[src/rtl/ipi_pkg.sv]
package ipi_pkg;

    localparam int LO_OFFSET = 12'h300;
    localparam int HI_OFFSET = 12'h310;
    localparam int DEST_W    = 8;

    typedef enum logic [0:0] {
        ST_IDLE = 1'b0,
        ST_PEND = 1'b1
    } ipi_state_e;

    typedef enum logic [1:0] {
        SH_NONE   = 2'd0,
        SH_SELF   = 2'd1,
        SH_ALL    = 2'd2,
        SH_OTHERS = 2'd3
    } ipi_short_e;

    typedef struct packed {
        logic [1:0] shorthand;
        logic       trigger;
        logic       level;
        logic       logical;
        logic [2:0] mode;
        logic [7:0] vector;
    } ipi_cmd_lo_t;

    function automatic ipi_cmd_lo_t unpack_lo(input logic [31:0] w);
        ipi_cmd_lo_t c;
        c.vector    = w[7:0];
        c.mode      = w[10:8];
        c.logical   = w[11];
        c.level     = w[14];
        c.trigger   = w[15];
        c.shorthand = w[19:18];
        return c;
    endfunction

endpackage

[src/rtl/ipi_cmd_regs.sv]
module ipi_cmd_regs
    import ipi_pkg::*;
#(
    parameter int ADDR_W = 12
) (
    input  logic              clk,
    input  logic              rst_n,
    input  logic              wr_en,
    input  logic [ADDR_W-1:0] addr,
    input  logic [31:0]       wr_data,
    input  logic              busy,
    output logic              launch,
    output ipi_cmd_lo_t       cmd_lo,
    output logic [DEST_W-1:0] dest_field,
    output logic [31:0]       rd_data
);

    localparam logic [ADDR_W-1:0] LO_ADDR = ADDR_W'(LO_OFFSET);
    localparam logic [ADDR_W-1:0] HI_ADDR = ADDR_W'(HI_OFFSET);

    logic hi_write;

    assign launch   = wr_en && (addr == LO_ADDR) && !busy;
    assign hi_write = wr_en && (addr == HI_ADDR);

    always_ff @(posedge clk) begin
        if (!rst_n) begin
            cmd_lo     <= '0;
            dest_field <= '0;
        end else begin
            if (launch)   cmd_lo     <= unpack_lo(wr_data);
            if (hi_write) dest_field <= wr_data[31:24];
        end
    end

    always_comb begin
        rd_data = '0;
        if (addr == LO_ADDR) begin
            rd_data = {12'd0, cmd_lo.shorthand, 2'd0, cmd_lo.trigger, cmd_lo.level,
                       1'b0, busy, cmd_lo.logical, cmd_lo.mode, cmd_lo.vector};
        end else if (addr == HI_ADDR) begin
            rd_data = {dest_field, 24'd0};
        end
    end

endmodule

[src/rtl/ipi_dest_decode.sv]
module ipi_dest_decode
    import ipi_pkg::*;
#(
    parameter int NUM_CPU = 8,
    parameter int ID_W    = 4
) (
    input  logic [1:0]         shorthand,
    input  logic               logical,
    input  logic [DEST_W-1:0]  dest_field,
    input  logic [ID_W-1:0]    my_id,
    output logic [NUM_CPU-1:0] bitmap
);

    logic [ID_W-1:0]    target_id;
    logic [NUM_CPU-1:0] explicit_map;
    logic [NUM_CPU-1:0] self_map;

    assign target_id = dest_field[ID_W-1:0];

    for (genvar i = 0; i < NUM_CPU; i++) begin : g_cpu
        assign self_map[i] = (my_id == ID_W'(i));
        if (i < DEST_W) begin : g_flat
            assign explicit_map[i] = logical ? dest_field[i] : (target_id == ID_W'(i));
        end else begin : g_phys
            assign explicit_map[i] = !logical && (target_id == ID_W'(i));
        end
    end

    always_comb begin
        unique case (ipi_short_e'(shorthand))
            SH_NONE:   bitmap = explicit_map;
            SH_SELF:   bitmap = self_map;
            SH_ALL:    bitmap = '1;
            SH_OTHERS: bitmap = ~self_map;
            default:   bitmap = '0;
        endcase
    end

endmodule

[src/rtl/ipi_issue_fsm.sv]
module ipi_issue_fsm
    import ipi_pkg::*;
#(
    parameter int NUM_CPU = 8
) (
    input  logic               clk,
    input  logic               rst_n,
    input  logic               launch,
    input  logic [NUM_CPU-1:0] next_dest,
    input  logic               msg_ready,
    output logic               msg_valid,
    output logic               busy,
    output logic [NUM_CPU-1:0] msg_dest
);

    ipi_state_e state, state_nx;

    always_ff @(posedge clk) begin
        if (!rst_n) begin
            state    <= ST_IDLE;
            msg_dest <= '0;
        end else begin
            state <= state_nx;
            if (launch) msg_dest <= next_dest;
        end
    end

    always_comb begin
        state_nx = state;
        unique case (state)
            ST_IDLE: if (launch)    state_nx = ST_PEND;
            ST_PEND: if (msg_ready) state_nx = ST_IDLE;
            default:                state_nx = ST_IDLE;
        endcase
    end

    always_comb begin
        msg_valid = 1'b0;
        busy      = 1'b0;
        unique case (state)
            ST_IDLE: ;
            ST_PEND: begin
                msg_valid = 1'b1;
                busy      = 1'b1;
            end
            default: ;
        endcase
    end

endmodule

[src/rtl/ipi_cmd_issuer.sv]
module ipi_cmd_issuer
    import ipi_pkg::*;
#(
    parameter int NUM_CPU = 8,
    parameter int ID_W    = 4,
    parameter int ADDR_W  = 12
) (
    input  logic               clk,
    input  logic               rst_n,
    input  logic [ID_W-1:0]    my_id,
    input  logic               wr_en,
    input  logic [ADDR_W-1:0]  addr,
    input  logic [31:0]        wr_data,
    output logic [31:0]        rd_data,
    output logic               msg_valid,
    input  logic               msg_ready,
    output logic [NUM_CPU-1:0] msg_dest,
    output logic [7:0]         msg_vector,
    output logic [2:0]         msg_mode,
    output logic               msg_logical,
    output logic               msg_level,
    output logic               msg_trigger
);

    logic               launch;
    logic               busy;
    ipi_cmd_lo_t        cmd_lo;
    ipi_cmd_lo_t        incoming;
    logic [DEST_W-1:0]  dest_field;
    logic [NUM_CPU-1:0] next_dest;

    assign incoming = unpack_lo(wr_data);

    ipi_cmd_regs #(.ADDR_W(ADDR_W)) u_regs (
        .clk        (clk),
        .rst_n      (rst_n),
        .wr_en      (wr_en),
        .addr       (addr),
        .wr_data    (wr_data),
        .busy       (busy),
        .launch     (launch),
        .cmd_lo     (cmd_lo),
        .dest_field (dest_field),
        .rd_data    (rd_data)
    );

    ipi_dest_decode #(.NUM_CPU(NUM_CPU), .ID_W(ID_W)) u_dec (
        .shorthand  (incoming.shorthand),
        .logical    (incoming.logical),
        .dest_field (dest_field),
        .my_id      (my_id),
        .bitmap     (next_dest)
    );

    ipi_issue_fsm #(.NUM_CPU(NUM_CPU)) u_fsm (
        .clk        (clk),
        .rst_n      (rst_n),
        .launch     (launch),
        .next_dest  (next_dest),
        .msg_ready  (msg_ready),
        .msg_valid  (msg_valid),
        .busy       (busy),
        .msg_dest   (msg_dest)
    );

    assign msg_vector  = cmd_lo.vector;
    assign msg_mode    = cmd_lo.mode;
    assign msg_logical = cmd_lo.logical;
    assign msg_level   = cmd_lo.level;
    assign msg_trigger = cmd_lo.trigger;

endmodule

[config.mk]
export PLATFORM = sky130hd
export DESIGN_NAME = ipi_cmd_issuer
export DESIGN_NICKNAME = d
export VERILOG_FILES = /design/src/rtl/ipi_pkg.sv /design/src/rtl/ipi_cmd_regs.sv /design/src/rtl/ipi_dest_decode.sv /design/src/rtl/ipi_issue_fsm.sv /design/src/rtl/ipi_cmd_issuer.sv
export SDC_FILE = /design/constraint.sdc
export NUM_CORES = 1
export LEC_CHECK = 0
export ABC_AREA = 1
export BUFFER_PORTS_ARGS = -buffer_cell sky130_fd_sc_hd__buf_2
export CAP_MARGIN = 20
export CORE_ASPECT_RATIO = 0.75
export CORE_MARGIN = 2
export CORE_UTILIZATION = 46
export DETAILED_ROUTE_END_ITERATION = 8
export HOLD_SLACK_MARGIN = 0.1
export PLACE_DENSITY = 0.87
export SLEW_MARGIN = 20
export SYNTH_ARGS = -nofsm -noshare
export SYNTH_HDL_FRONTEND = slang
export SYNTH_SLANG_ARGS = --single-unit
[constraint.sdc]
create_clock -name clk -period 1.5 [get_ports clk]
set_clock_uncertainty 0.1 [all_clocks]
set_input_delay 0.225 -clock clk [delete_from_list [all_inputs] [get_ports clk]]
set_output_delay 0.225 -clock clk [all_outputs]
set_load 0.1 [all_outputs]
==> impl_metrics.py, run 1 <==
metrics = {
    "critical_path": {
        "critical_path_peak_fanout": 8,
        "ff2ff_path_depth": 8,
        "cpMaxStageDelayCell": "sky130_fd_sc_hd__buf_12",
        "timing.critical_path.mode_cell": "sky130_fd_sc_hd__nor2_4",
        "timing.setup.critical_path_class": "in -> out",
        "timing.critical_path.slowest_cell_delay_ns": 0.19,
        "crit_path_end_kind": "primary output",
        "critical_path_arrival_ns": 1.30,
        "reg2reg_to": "u_fsm.msg_dest[7]",
        "timing.critical_path.from_type": "primary input",
        "crit-reg2reg-launch": "u_regs.dest_field[2]",
        "crit_path_cell_trace": "buf_6 -> nor2_4 -> nand2_2 -> nor2_4 -> buf_12 -> nand2_8 -> nor2_4 -> buf_12",
        "regToRegSetupSlack_ns": 0.11,
        "crit_required_ns": 1.17,
    },
    "synthesis": {
        "post_synth_main_area_contributors": "sky130_fd_sc_hd__dfxtp_1 31%, sky130_fd_sc_hd__nand2_1 20%, sky130_fd_sc_hd__nor2_1 19%, sky130_fd_sc_hd__inv_1 8.5%, sky130_fd_sc_hd__buf_4 6.4%",
        "ys_ff_latch": 33,
        "seq_area_frac_synth_pct": 31.2,
        "synth_commonest_cells": "114 x sky130_fd_sc_hd__nand2_1, 106 x sky130_fd_sc_hd__nor2_1, 48 x sky130_fd_sc_hd__inv_1, 33 x sky130_fd_sc_hd__dfxtp_1",
        "synth_top_area_share_pct": 31.2,
        "syn_area_per_cell_um2": 5.73,
        "postSynth.topFlopCell": "sky130_fd_sc_hd__dfxtp_1",
        "synthesis.area_mm2": 0.00212,
        "netlist_instances": 369,
        "yosysWarningCount": 0,
        "synth-edff-count": 0,
        "netlist-cell-type-count": 21,
        "post_synth_arst_share_pct": 0,
        "synth.largest_area_cell": "sky130_fd_sc_hd__dfxtp_1",
        "most_frequent_cell_after_synthesis": "sky130_fd_sc_hd__nand2_1",
    },
    "route": {
        "wire_per_inst_um": 16.4,
        "num_vias": 2761,
        "wl_um": 8780,
        "post-route-drc-count": 0,
        "viasPerCell": 5.16,
        "first_iter_violations": 270,
        "antenna_violating_nets_post_route": 0,
        "dr.pass1.iters": 6,
    },
    "power_and_ir_drop": {
        "p_sw_share_pct": 30.0,
        "seqPwrFrac_pct": 46.3,
        "vdd.ir_drop.worst_uv": 611,
        "power_density_mw_per_mm2": 523,
        "comb_power_share_pct": 18.3,
        "power.leakage_uw": 0.00181,
        "switchingPower_uw": 567,
        "p_int_uw": 1320,
        "clock_power_share_pct": 35.4,
    },
    "finish": {
        "layout-drive-gt1-share_pct": 33.9,
        "num_antenna_cells": 0,
        "final_net_count": 529,
        "final_core_utilization_pct": 81.4,
        "layout-area-overhead-vs-synth_pct": 70.8,
    },
    "global_route": {
        "first_pass_grt_wire_length_um": 13100,
        "antenna_found_initial": 0,
        "global_route.overflow_total": 0,
        "grt_util_all_layers_pct": 33.8,
        "pin_count_of_the_biggest_net_entering_global_routing": 37,
        "first_global_vias": 2682,
    },
    "die": {
        "design.die.area_mm2": 0.00516,
        "io_pins": 107,
        "design.core.area_mm2": 0.00444,
        "die-height_um": 62.7,
        "starting_density_of_the_core_pct": 47.6,
        "die_width_um": 82.3,
        "placement_rows": 21,
    },
    "timing": {
        "report.final.hold_viol_count": 0,
        "rsz0062_at_grt": "yes",
        "min_period_ns": 1.63,
        "timing.final.crit_share_pct": 108,
        "slew_violations": 0,
        "fin_setup_tns_ns": -1.90,
        "fmax_mhz": 615,
        "finalSetupViolCount": 25,
        "fin_hold_ws_ns": 0.136,
        "final_critical_path_setup_slack_ns": -0.127,
    },
    "min_path": {
        "hold_class": "in -> reg",
        "startpoint_of_the_lowest_slack_hold_path": "wr_data[18]",
        "whs_endpoint": "u_regs.cmd_lo[14]",
        "holdPathStages": 3,
    },
    "clock_tree": {
        "cts_sinks": 33,
        "cts_inserted_buffers": 5,
        "ctsHtreeMaxLevel": 2,
        "cts-root-to-sink-buffers": 2,
        "clkTransAtPathRegs_ns": 0.07,
        "clk_root_buffer_cell": "sky130_fd_sc_hd__clkbuf_8",
        "tritoncts_clock_tree": "built",
        "clk-insertion-delay-late_ns": 0.28,
    },
    "placement": {
        "dpl.hpwl_um": 4630,
        "globalplace.congestion": 0.862,
        "port-buffer-count": 91,
    },
    "status": {
        "failing_checks": "setup timing",
        "outcome": "finished with violations",
    },
    "flow_run": {
        "max-cap-violations": 0,
    },
}
==> power groups by stage <==
stage / clock [µW] / combinational [µW] / sequential [µW]
after detailed placement: 0 / 249 / 896
after global routing: 710 / 362 / 875
after global placement: 0 / 245 / 896
after floorplan: 0 / 173 / 896
after CTS: 663 / 315 / 876
final: 668 / 346 / 875
==> through the flow <==
stage	area [µm²]	setup WS [ns]	total power, µW	std cells
after global placement	3140	-0.128	1140	500
final	3610	-0.127	1890	535
after detailed placement	3140	-0.169	1150	500
after CTS	3580	-0.0457	1850	535
after floorplan	2390	-0.311	1070	375
after global routing	3610	-0.146	1950	535
==> layout make-up <==
cell class                      instances  area [µm²]
Fill cell                             264         827
Inverter                               49         191
Tap cell                               57        71.3
Multi-Input combinational cell        265        1380
Clock buffer                            6        72.6
Sequential cell                        33         666
Clock inverter                          2        10.0
Timing Repair Buffer                  123        1220
==> timing repair <==
action                                 4_1_cts  5_1_grt
endpoints found under the hold margin       20        0
gates cloned                                 2        0
buffers inserted                             5        0
setup endpoints to repair                   25       36
pin swaps                                   13       12
resized for setup                           16       10
hold buffers                                20        0
==> kinds of logic after synthesis <==
family	Yosys count	synth area share [%]
simple gates	248	47.7
compound gates	8	2.01
buf+inv	79	18.9
other cells	1	0.177
flops	33	31.2
==> cell usage in the layout (no fill, tap or decap) <==
cell,instances
sky130_fd_sc_hd__nand2_1,108
sky130_fd_sc_hd__nor2_1,78
sky130_fd_sc_hd__buf_2,59
sky130_fd_sc_hd__inv_1,44
sky130_fd_sc_hd__nor2_4,30
sky130_fd_sc_hd__buf_12,29
sky130_fd_sc_hd__dfxtp_1,29
sky130_fd_sc_hd__dlygate4sd3_1,20
sky130_fd_sc_hd__nand3_1,18
sky130_fd_sc_hd__buf_6,8
sky130_fd_sc_hd__conb_1,7
sky130_fd_sc_hd__buf_4,7
sky130_fd_sc_hd__clkbuf_8,5
sky130_fd_sc_hd__a21oi_1,4
sky130_fd_sc_hd__dfxtp_2,4
sky130_fd_sc_hd__inv_4,3
sky130_fd_sc_hd__nand2_4,3
sky130_fd_sc_hd__nand2_2,3
sky130_fd_sc_hd__nand2_8,3
sky130_fd_sc_hd__nand4_1,3
sky130_fd_sc_hd__o21ai_0,3
sky130_fd_sc_hd__inv_2,2
sky130_fd_sc_hd__nand3_4,2
sky130_fd_sc_hd__clkinv_2,2
sky130_fd_sc_hd__nor3_4,1
sky130_fd_sc_hd__or2_2,1
sky130_fd_sc_hd__a21boi_1,1
sky130_fd_sc_hd__clkbuf_1,1
==> critical path: cells and delay by family <==
family	cells	cell delay [ns]
AND/OR/NAND/NOR	5	0.61
buffers and inverters	3	0.45
==> routing by layer <==
metal / track usage, % / wire length (µm) / vias to the layer above
met5: 0 / 0 / -
met4: 22.7 / 447 / 0
met3: 11.3 / 776 / 47
met2: 53.2 / 4220 / 183
met1: 37.9 / 3330 / 1242
li1: - / - / 1289
==> flip-flops by register name, summed over array words and instances (netlist names) <==
signal,count
u_fsm.state,1
u_regs.dest_field,8
u_regs.cmd_lo,16
u_fsm.msg_dest,8
==> how the worst max path moves through the flow <==
stage / from / slack (ns) / to / cells past startpoint
after CTS: addr[0] / -0.05 / rd_data[24] / 8
final: addr[0] / -0.13 / rd_data[29] / 8
after global routing: addr[0] / -0.15 / rd_data[29] / 8
after global placement: addr[11] / -0.13 / rd_data[10] / 7
after floorplan: addr[11] / -0.31 / rd_data[10] / 6
after detailed placement: addr[1] / -0.17 / rd_data[10] / 7
Power figures use the tool's default switching activity.
==> run 2: changes to the inputs <==
ABC_AREA = unset   (was 1)
CORE_UTILIZATION = 44   (was 46)
PLACE_DENSITY = 0.86   (was 0.87)
==> impl_metrics.py, run 2 <==
metrics = {
    "placement": {
        "dpl.hpwl_um": 4210,
        "place_inst": 352,
        "placed_area_mm2": 0.00288,
        "globalplace.congestion": 0.892,
        "port-buffer-count": 91,
    },
    "finish": {
        "num_antenna_cells": 0,
        "n_fill_cell": 227,
        "regMostFlops": "u_regs.cmd_lo",
        "sequential_cell_area_um2": 664,
        "multi_input_comb_area_mm2": 0.00124,
        "layout_top_registers": "u_regs.cmd_lo (16), u_fsm.msg_dest (8), u_regs.dest_field (8)",
        "mostFrequentLayoutCell": "sky130_fd_sc_hd__buf_2",
        "largest_reg_flops": 16,
        "finish.instance_area_mm2": 0.00332,
        "final_net_count": 371,
        "finalNonFillerCells": 374,
        "layout-area-overhead-vs-synth_pct": 73.6,
        "layout-drive-gt1-share_pct": 54.2,
        "most-common-layout-cells": "62 x sky130_fd_sc_hd__buf_2, 32 x sky130_fd_sc_hd__dfxtp_1, 29 x sky130_fd_sc_hd__buf_12, 28 x sky130_fd_sc_hd__nor2b_1, 25 x sky130_fd_sc_hd__and2_4",
    },
    "synthesis": {
        "most_frequent_cell_after_synthesis": "sky130_fd_sc_hd__dfxtp_1",
        "synth_commonest_cells": "33 x sky130_fd_sc_hd__dfxtp_1, 28 x sky130_fd_sc_hd__nor2b_1, 25 x sky130_fd_sc_hd__and2_1, 24 x sky130_fd_sc_hd__mux2i_1, 19 x sky130_fd_sc_hd__buf_4",
        "syn_area_per_cell_um2": 8.85,
        "yosysWarningCount": 0,
        "post_synth_main_area_contributors": "sky130_fd_sc_hd__dfxtp_1 35%, sky130_fd_sc_hd__mux2i_1 13%, sky130_fd_sc_hd__nor2b_1 9.2%, sky130_fd_sc_hd__and2_1 8.2%, sky130_fd_sc_hd__buf_4 7.5%",
        "synth_top_area_share_pct": 34.6,
        "postSynth.topFlopCell": "sky130_fd_sc_hd__dfxtp_1",
        "netlist_instances": 216,
        "synth.largest_area_cell": "sky130_fd_sc_hd__dfxtp_1",
        "ys_ff_latch": 33,
        "post_synth_arst_share_pct": 0,
        "synthesis.area_mm2": 0.00191,
        "seq_area_frac_synth_pct": 34.6,
        "synth-edff-count": 0,
        "netlist-cell-type-count": 32,
    },
    "route": {
        "first_iter_violations": 196,
        "wl_um": 7440,
        "antenna_violating_nets_post_route": 0,
        "num_vias": 2084,
        "wire_per_inst_um": 19.9,
        "viasPerCell": 5.57,
        "dr.pass1.iters": 5,
        "post-route-drc-count": 0,
    },
    "timing": {
        "report.final.hold_viol_count": 0,
        "maxSlewHeadroom_pct": 61.6,
        "rsz0062_at_grt": "yes",
        "timing.final.crit_share_pct": 131,
        "final_critical_path_setup_slack_ns": -0.463,
        "fmax_mhz": 510,
        "fin_hold_ws_ns": 0.0998,
        "worst_pin_slew_ns": 0.575,
        "slew_violations": 0,
        "min_period_ns": 1.96,
        "fin_setup_tns_ns": -21.87,
        "finalSetupViolCount": 58,
    },
    "die": {
        "io_pins": 107,
        "design.core.area_mm2": 0.00410,
        "die-height_um": 61.1,
        "die_width_um": 80.1,
        "placement_rows": 20,
        "design.die.area_mm2": 0.00489,
        "starting_density_of_the_core_pct": 46.6,
    },
    "status": {
        "outcome": "finished with violations",
        "failing_checks": "setup timing",
    },
    "power_and_ir_drop": {
        "power.leakage_uw": 0.00136,
        "vdd.ir_drop.worst_uv": 397,
        "power_density_mw_per_mm2": 555,
    },
    "critical_path": {
        "startpoint": "addr[2]",
        "crit_required_ns": 1.17,
        "critical_path_peak_fanout": 17,
        "crit_path_end_kind": "primary output",
        "regToRegSetupSlack_ns": -0.45,
        "timing.setup.critical_path_class": "in -> out",
        "crit-reg2reg-launch": "u_fsm.state",
        "timing.critical_path.from_type": "primary input",
        "cp-endpoint": "rd_data[11]",
        "ff2ff_path_depth": 7,
        "critical_path_arrival_ns": 1.64,
        "reg2reg_to": "u_fsm.msg_dest[7]",
    },
    "clock_tree": {
        "clk_root_buffer_cell": "sky130_fd_sc_hd__clkbuf_8",
        "cts_inserted_buffers": 5,
        "ctsHtreeMaxLevel": 2,
        "cts_sinks": 33,
        "clkTransAtPathRegs_ns": 0.06,
        "cts-root-to-sink-buffers": 2,
        "tritoncts_clock_tree": "built",
        "clk-insertion-delay-late_ns": 0.29,
    },
    "global_route": {
        "first_pass_grt_wire_length_um": 9110,
        "antenna_found_initial": 0,
        "first_global_vias": 1851,
        "grt_util_all_layers_pct": 25.2,
        "pin_count_of_the_biggest_net_entering_global_routing": 23,
        "global_route.overflow_total": 0,
    },
    "flow_run": {
        "max-cap-violations": 0,
    },
    "min_path": {
        "hold_class": "in -> reg",
    },
}
run 2: stage by stage:
| stage | util, % | power (µW) | setup slack [ns] |
|---|---|---|---|
| after global placement | 70.1 | 1130 | -0.577 |
| after CTS | 74.9 | 1810 | -0.541 |
| after detailed placement | 70.1 | 1140 | -0.612 |
| after global routing | 80.8 | 1890 | -0.490 |
| final | 80.8 | 1840 | -0.463 |
| after floorplan | - | 1060 | -0.625 |
run 2: timing repair:
action / in CTS / in global routing
hold buffers: 2 / 0
pin swaps: 7 / 14
endpoints found under the hold margin: 2 / 0
cloned: 2 / 2
setup endpoints to repair: 58 / 58
buffers inserted: 1 / 8
resized for setup: 5 / 32
run 2: worst max-delay path: stages:
cell	delay, ns
sky130_fd_sc_hd__buf_6	0.09
sky130_fd_sc_hd__or4_4	0.58
sky130_fd_sc_hd__nor4_4	0.21
sky130_fd_sc_hd__buf_12	0.19
sky130_fd_sc_hd__and2_4	0.17
sky130_fd_sc_hd__buf_12	0.17
run 2: cell families (layout without fill, tap and decap cells):
logic type,Yosys count,count (layout),synth area share (%)
simple gates,100,100,32.7
other cells,1,7,0.196
flops,33,33,34.6
mux,24,24,12.6
buf+inv,35,132,11.5
compound gates,23,23,8.51
run 2: power by group:
group	internal, µW	total (µW)	switching, µW
logic	97.2	275	178
clock network	364	691	327
registers	874	874	0.0896
total	1340	1840	505
run 2: final cells by class:
class	count	share of cell area (%)
repair buffers	122	37.6
multi-input cells	154	37.3
flip-flops and latches	33	20.0
clock buffers	7	2.60
well taps	55	2.07
inverters	3	0.339
run 2: worst min path at each step:
stage,start,to,slack [ns],cells past startpoint
after floorplan,rst_n,u_fsm.msg_dest[0],0.29,2
after global placement,u_fsm.msg_dest[7],u_fsm.msg_dest[7],0.36,2
after detailed placement,u_fsm.msg_dest[3],u_fsm.msg_dest[3],0.36,2
after CTS,wr_data[4],u_regs.cmd_lo[4],0.10,3
after global routing,wr_data[1],u_regs.cmd_lo[1],0.11,3
final,wr_data[25],u_regs.dest_field[1],0.1,3
run 2: routing by layer:
layer | vias up | wire (µm) | track usage, %
li1 | 931 | - | -
met1 | 968 | 2700 | 28.5
met2 | 165 | 3740 | 46.2
met3 | 20 | 803 | 7.33
met4 | 0 | 198 | 8.96
met5 | - | 0 | 0
